===== src/rtl/pcenc_pkg.sv =====
`timescale 1ns/1ps
package pcenc_pkg;
  // default code geometry: extended (16,11) built on a degree-4 generator
  localparam int unsigned CODE_N = 16;
  localparam int unsigned CODE_K = 11;
  localparam int unsigned PAR_M  = 4;
  // generator x^4+x+1 without its leading term
  localparam logic [PAR_M-1:0] GEN_TAPS = 4'b0011;

  // one step of a divide-by-generator shift register, message fed at the top
  function automatic logic [PAR_M-1:0] div_step(input logic [PAR_M-1:0] rem,
                                               input logic din,
                                               input logic [PAR_M-1:0] taps);
    logic fb;
    fb = din ^ rem[PAR_M-1];
    return {rem[PAR_M-2:0], 1'b0} ^ (fb ? taps : '0);
  endfunction
endpackage


===== src/rtl/pcenc_ctrl.sv =====
`timescale 1ns/1ps
module pcenc_ctrl #(
  parameter int unsigned N     = pcenc_pkg::CODE_N,
  parameter int unsigned K     = pcenc_pkg::CODE_K,
  parameter int unsigned CNT_W = $clog2(N)
) (
  input  logic             clk,
  input  logic             rst_n,
  input  logic             in_valid,
  output logic             in_ready,
  output logic             advance,
  output logic [CNT_W-1:0] col
);
  localparam logic [CNT_W-1:0] LAST_C = CNT_W'(N - 1);
  localparam logic [CNT_W-1:0] INFO_C = CNT_W'(K);

  logic [CNT_W-1:0] cnt;

  // information phase waits for the source, the parity drain runs on its own
  assign in_ready = (cnt < INFO_C);
  assign advance  = in_ready ? in_valid : 1'b1;
  assign col      = cnt;

  always_ff @(posedge clk or negedge rst_n) begin
    if (!rst_n) begin
      cnt <= '0;
    end else if (advance) begin
      cnt <= (cnt == LAST_C) ? '0 : cnt + 1'b1;
    end
  end


  ready_fall_chk: assert property (@(posedge clk) disable iff (!rst_n)
    $fell(in_ready) |-> $past(in_valid));


  ready_rise_chk: assert property (@(posedge clk) disable iff (!rst_n)
    $rose(in_ready) |-> cnt == '0);
endmodule


===== src/rtl/pcenc_row_enc.sv =====
`timescale 1ns/1ps
module pcenc_row_enc #(
  parameter int unsigned N     = pcenc_pkg::CODE_N,
  parameter int unsigned K     = pcenc_pkg::CODE_K,
  parameter int unsigned M     = pcenc_pkg::PAR_M,
  parameter logic [M-1:0] TAPS = pcenc_pkg::GEN_TAPS,
  parameter int unsigned CNT_W = $clog2(N)
) (
  input  logic             clk,
  input  logic             rst_n,
  input  logic             advance,
  input  logic [CNT_W-1:0] col,
  input  logic             din,
  output logic             dout
);
  localparam logic [CNT_W-1:0] LAST_C = CNT_W'(N - 1);
  localparam logic [CNT_W-1:0] INFO_C = CNT_W'(K);

  logic [M-1:0] rem;
  logic         par;

  always_comb begin
    if (col < INFO_C)       dout = din;
    else if (col != LAST_C) dout = rem[M-1];
    else                    dout = par;
  end

  always_ff @(posedge clk or negedge rst_n) begin
    if (!rst_n) begin
      rem <= '0;
      par <= 1'b0;
    end else if (advance) begin
      if (col == LAST_C) begin
        rem <= '0;
        par <= 1'b0;
      end else if (col < INFO_C) begin
        rem <= pcenc_pkg::div_step(rem, din, TAPS);
        par <= par ^ din;
      end else begin
        rem <= {rem[M-2:0], 1'b0};
        par <= par ^ rem[M-1];
      end
    end
  end


  row_drained_chk: assert property (@(posedge clk) disable iff (!rst_n)
    (advance && col == LAST_C) |-> rem == '0);
endmodule


===== src/rtl/pcenc_col_enc.sv =====
`timescale 1ns/1ps
module pcenc_col_enc #(
  parameter int unsigned N     = pcenc_pkg::CODE_N,
  parameter int unsigned K     = pcenc_pkg::CODE_K,
  parameter int unsigned M     = pcenc_pkg::PAR_M,
  parameter logic [M-1:0] TAPS = pcenc_pkg::GEN_TAPS
) (
  input  logic [K-1:0] slice,
  output logic [N-1:0] column
);
  logic [M-1:0] rem;

  always_comb begin
    rem = '0;
    for (int i = 0; i < K; i++) begin
      rem = pcenc_pkg::div_step(rem, slice[i], TAPS);
    end
  end

  assign column[K-1:0] = slice;

  generate
    for (genvar j = 0; j < M; j++) begin : g_par
      assign column[K+j] = rem[M-1-j];
    end
  endgenerate

  assign column[N-1] = ^column[N-2:0];
endmodule


===== src/rtl/pcenc_top.sv =====
`timescale 1ns/1ps
module pcenc_top #(
  parameter int unsigned N     = pcenc_pkg::CODE_N,
  parameter int unsigned K     = pcenc_pkg::CODE_K,
  parameter int unsigned M     = pcenc_pkg::PAR_M,
  parameter logic [M-1:0] TAPS = pcenc_pkg::GEN_TAPS
) (
  input  logic         clk,
  input  logic         rst_n,
  input  logic         in_valid,
  output logic         in_ready,
  input  logic [K-1:0] in_data,
  output logic         out_valid,
  output logic         out_sof,
  output logic [N-1:0] out_data
);
  localparam int unsigned CNT_W = $clog2(N);

  logic             advance;
  logic [CNT_W-1:0] col;
  logic [K-1:0]     slice;
  logic [N-1:0]     column;

  pcenc_ctrl #(.N(N), .K(K), .CNT_W(CNT_W)) u_ctrl (
    .clk      (clk),
    .rst_n    (rst_n),
    .in_valid (in_valid),
    .in_ready (in_ready),
    .advance  (advance),
    .col      (col)
  );

  generate
    for (genvar r = 0; r < K; r++) begin : g_row
      pcenc_row_enc #(.N(N), .K(K), .M(M), .TAPS(TAPS), .CNT_W(CNT_W)) u_row (
        .clk     (clk),
        .rst_n   (rst_n),
        .advance (advance),
        .col     (col),
        .din     (in_data[r]),
        .dout    (slice[r])
      );
    end
  endgenerate

  pcenc_col_enc #(.N(N), .K(K), .M(M), .TAPS(TAPS)) u_col (
    .slice  (slice),
    .column (column)
  );

  always_ff @(posedge clk or negedge rst_n) begin
    if (!rst_n) begin
      out_valid <= 1'b0;
      out_sof   <= 1'b0;
      out_data  <= '0;
    end else begin
      out_valid <= advance;
      out_sof   <= advance && (col == '0);
      if (advance) out_data <= column;
    end
  end

  // independent count of emitted columns, used only by the checks below
  logic [CNT_W-1:0] seen;
  always_ff @(posedge clk or negedge rst_n) begin
    if (!rst_n)         seen <= '0;
    else if (out_valid) seen <= (seen == CNT_W'(N - 1)) ? '0 : seen + 1'b1;
  end

  function automatic logic [M-1:0] col_syndrome(input logic [N-2:0] c);
    logic [M-1:0] r;
    r = '0;
    for (int i = 0; i < N - 1; i++) r = pcenc_pkg::div_step(r, c[i], TAPS);
    return r;
  endfunction

  initial begin

    geometry_chk: assert (N == K + M + 1);
  end


  sof_valid_chk: assert property (@(posedge clk) disable iff (!rst_n)
    out_sof |-> out_valid);


  sof_align_chk: assert property (@(posedge clk) disable iff (!rst_n)
    out_valid |-> (out_sof == (seen == '0)));


  col_parity_chk: assert property (@(posedge clk) disable iff (!rst_n)
    out_valid |-> (^out_data) == 1'b0);


  col_syndrome_chk: assert property (@(posedge clk) disable iff (!rst_n)
    out_valid |-> col_syndrome(out_data[N-2:0]) == '0);


  drain_flow_chk: assert property (@(posedge clk) disable iff (!rst_n)
    !in_ready |=> out_valid);


  stall_idle_chk: assert property (@(posedge clk) disable iff (!rst_n)
    (in_ready && !in_valid) |=> !out_valid);
endmodule


===== config.mk =====
export PLATFORM = sky130hd
export DESIGN_NAME = pcenc_top
export DESIGN_NICKNAME = d
export VERILOG_FILES = /design/src/rtl/pcenc_pkg.sv /design/src/rtl/pcenc_ctrl.sv /design/src/rtl/pcenc_row_enc.sv /design/src/rtl/pcenc_col_enc.sv /design/src/rtl/pcenc_top.sv
export SDC_FILE = /design/constraint.sdc
export NUM_CORES = 1
export LEC_CHECK = 0
export BUFFER_PORTS_ARGS = -buffer_cell sky130_fd_sc_hd__buf_2
export CAP_MARGIN = 20
export CELL_PAD_IN_SITES_DETAIL_PLACEMENT = 0
export CELL_PAD_IN_SITES_GLOBAL_PLACEMENT = 2
export CORE_ASPECT_RATIO = 1.75
export CORE_UTILIZATION = 35
export DETAILED_ROUTE_END_ITERATION = 6
export PLACE_DENSITY = 0.73
export SYNTH_ARGS = -nofsm -noshare
export SYNTH_HDL_FRONTEND = slang
export SYNTH_SLANG_ARGS = --single-unit

===== constraint.sdc =====
create_clock -name clk -period 3.75 [get_ports clk]
set_clock_uncertainty 0.2 [all_clocks]
set_input_delay 0.1875 -clock clk [delete_from_list [all_inputs] [get_ports clk]]
set_output_delay 0.1875 -clock clk [all_outputs]
set_load 0.005 [all_outputs]

==> impl_metrics.csv <==
group,metric,value,unit
die,coreArea,10700,um^2
yosys,synth_xor_area_share,12.0,%
clock_network,path_clk_slew,0.06,ns
placement,numPortBuffers,32,
grt,grt_antenna_before_repair,0,
route,vias_per_cell,5.11,
layout,postLayoutCoreUtil,41.1,%
timing,worst_slack,0.434,ns
setup_path,cp_max_fo,11,
die,row_count,50,
status,status,"finished, final reports clean",
setup_path,cp_cell_sequence,"ha_1, xnor2_2, o221ai_4, xnor3_2, xor2_2, xnor2_2, xnor3_1, o21ai_1",
route,first_pass_iters,4,
setup_path,timing.critical_path.mode_cell,"xnor2_2",
die,die_area,11400,um^2
clock_network,post_cts.repair.setup_buffers,0,
setup_path,r2r_slack,0.43,ns
yosys,synth_fa_ha_area_share,0.653,%
placement,place_hpwl,6.12,mm
setup_path,start_kind,"flop",
yosys,synth.distinct_cells,30,
yosys,synth_area,3830,um^2
timing,hold_violations,0,
route,vias,2941,
die,die_w,81.1,um
clock_network,cts_tree,"done",
clock_network,cts_root_buf,"clkbuf_16",
clock_network,clock_latency,0.33,ns
layout,finish.instance_area,4400,um^2
yosys,yosysTopAreaCell,"dfrtp_1",
layout,drive_above_1_share,15.7,%
route,drtIter0Drc,122,
pwr,peakVddDrop,520,uV
timing,period_share,88.4,%
yosys,yosys.area.top_type_share,50.3,%
yosys,ys_ff_latch,77,
pwr,power.density,995,nW/um^2
yosys,muxShareOfSynthArea,2.64,%
setup_path,cp-end-kind,"flop",
setup_path,path_delay_family,"XOR/XNOR gates",
layout,diodes,0,
yosys,syn-num-nets,433,
timing,grt_setup_unrepaired,"false",
pwr,power_leakage,2.09,nW
grt,grt_util_all_layers,18.2,%
setup_path,crit_cells,8,
die,start_util,35.8,%
setup_path,path_class,"reg2reg",
yosys,ys_warn_count,0,
clock_network,cts_buffers,9,
setup_path,slowest_delay,0.61,ns
layout,syn2layout_area_growth,14.7,%
grt,grt_overflow,0,
placement,place_area,4090,um^2
layout,regArea,1930,um^2
timing,max_freq,0.302,GHz
layout,nFillCells,1084,
setup_path,crit_buf_inv,0,
clock_network,h-tree-depth,3,
route,wl_per_cell,16.3,um
die,ios,33,
timing,fin_crit,3.32,ns
route,drt_wl_total,9.35,mm
timing,tns,0,ns
route,antenna_left,0,
timing,setup_viol,0,
grt,grt_max_degree,78,
setup_path,r2r_start,"u_ctrl.col[0]$_DFFE_PN0P_",
placement,pre_cts_ws,0.426,ns
yosys,synth_area_per_cell,9.19,um^2
clock_network,clock-sinks,77,
flow_run,max-cap-violations,0,
clock_network,ctsResizeCount,0,
route,drc,0,
timing,slew_headroom,28.8,%
setup_path,reg2reg_to,"out_data[15]$_DFFE_PN0P_",
setup_path,critPathSlowestCell,"xnor2_2",
yosys,seq_area_frac_synth,50.3,%
clock_network,clk_path_buf_depth,2,
grt,grt_pass1_vias,2797,
die,die_h,140,um
grt,grt_pass1_wl,15.3,mm
yosys,synth_cells,417,
setup_path,ff2ff_path_depth,8,
setup_path,arrival,3.37,ns
setup_path,required,3.81,ns
pwr,power,4.38,mW
timing,tightest_slew,1.06,ns
timing,maxSlewViolCount,0,
worst_hold_path,hp-class,"in2async",
layout,multi_input_area,1760,um^2
placement,place.gp.congestion,0.769,
clock_network,cts-hold-fix-buffers,1,
yosys,synthTopCellsByArea,"dfrtp_1 50%, nand2_1 9.2%, xnor2_1 4.3%, a21oi_1 4.0%, nor2_1 3.9%",
layout,fin_nets,458,
yosys,synth_top_family_by_area,"simple AND/OR/NAND/NOR gates",
yosys,synth_compound_area_share,9.79,%
yosys,yosys.area_share.simple,20.5,%
==> layer usage <==
metal  global-route usage, %  part of all wire (%)  wire (um)
met2                    28.6                    49       4590
met4                    8.18                   2.4        220
met3                    2.87                   3.7        349
met1                    24.3                    45       4200
met5                       0                     0          0
==> registers in the layout (all words and copies together), names as in the netlist <==
register	cells
g_row.u_row.rem	44
out_data	16
g_row.u_row.par	11
u_ctrl.col	4
out_sof	1
out_valid	1
==> cell usage after synthesis, drive strengths merged <==
master,n
o31ai,1
nor4b,1
ha,2
clkbuf,21
o22ai,8
and3,9
xor2,14
nor2,40
inv,9
mux2,9
nand3,25
xnor3,5
o21ai,21
buf,6
o21a,1
nand4,3
a21oi,31
nand2,94
xnor2,22
o221ai,3
dfrtp,77
nor3,15
==> per-stage QoR <==
stage,std cells,hold WS [ns]
finish,575,0.0782
global route,575,0.0985
CTS,574,0.0835
detailed placement,559,0.235
global placement,559,0.220
floorplan,417,-0.308
==> logic make-up after synthesis <==
kind of cell | after synthesis
buf+inv | 36
xor+xnor | 41
mux | 9
simple gates | 187
fa+ha+maj | 2
compound gates | 65
flops | 77
==> cell usage in the layout (no fill, tap or decap), types with 9 or more instances in the layout <==
cell	n
inv_1	9
xor2_1	13
a21oi_1	31
nand3_1	25
xnor2_1	19
o21ai_0	16
mux2_2	9
buf_2	31
nor3_1	15
and3_1	9
nor2_1	39
clkbuf_16	9
dfrtp_1	77
nand2_1	94
==> area by class of cell <==
type	count	area share, %
Inverter	9	0.768
Clock buffer	12	5.83
Multi-Input combinational cell	304	39.9
Sequential cell	77	43.8
Clock inverter	2	0.228
Timing Repair Buffer	41	5.75
Tap cell	130	3.70
==> where the power goes <==
part,leakage [nW],switching [mW],internal (mW)
registers,0.936,0.309,1.26
clock network,0.134,0.327,0.475
logic,1.02,1.03,0.975
==> how the worst max path moves through the flow <==
stage	from	endpoint	slack (ns)
after floorplan	u_ctrl.col[0]$_DFFE_PN0P_	out_data[15]$_DFFE_PN0P_	0.85
after global placement	u_ctrl.col[0]$_DFFE_PN0P_	out_data[15]$_DFFE_PN0P_	0.48
after detailed placement	u_ctrl.col[0]$_DFFE_PN0P_	out_data[15]$_DFFE_PN0P_	0.43
after CTS	u_ctrl.col[0]$_DFFE_PN0P_	out_data[15]$_DFFE_PN0P_	0.41
after global routing	u_ctrl.col[0]$_DFFE_PN0P_	out_data[15]$_DFFE_PN0P_	0.17
final	u_ctrl.col[0]$_DFFE_PN0P_	out_data[15]$_DFFE_PN0P_	0.43
(Power assumes the default switching activity.)
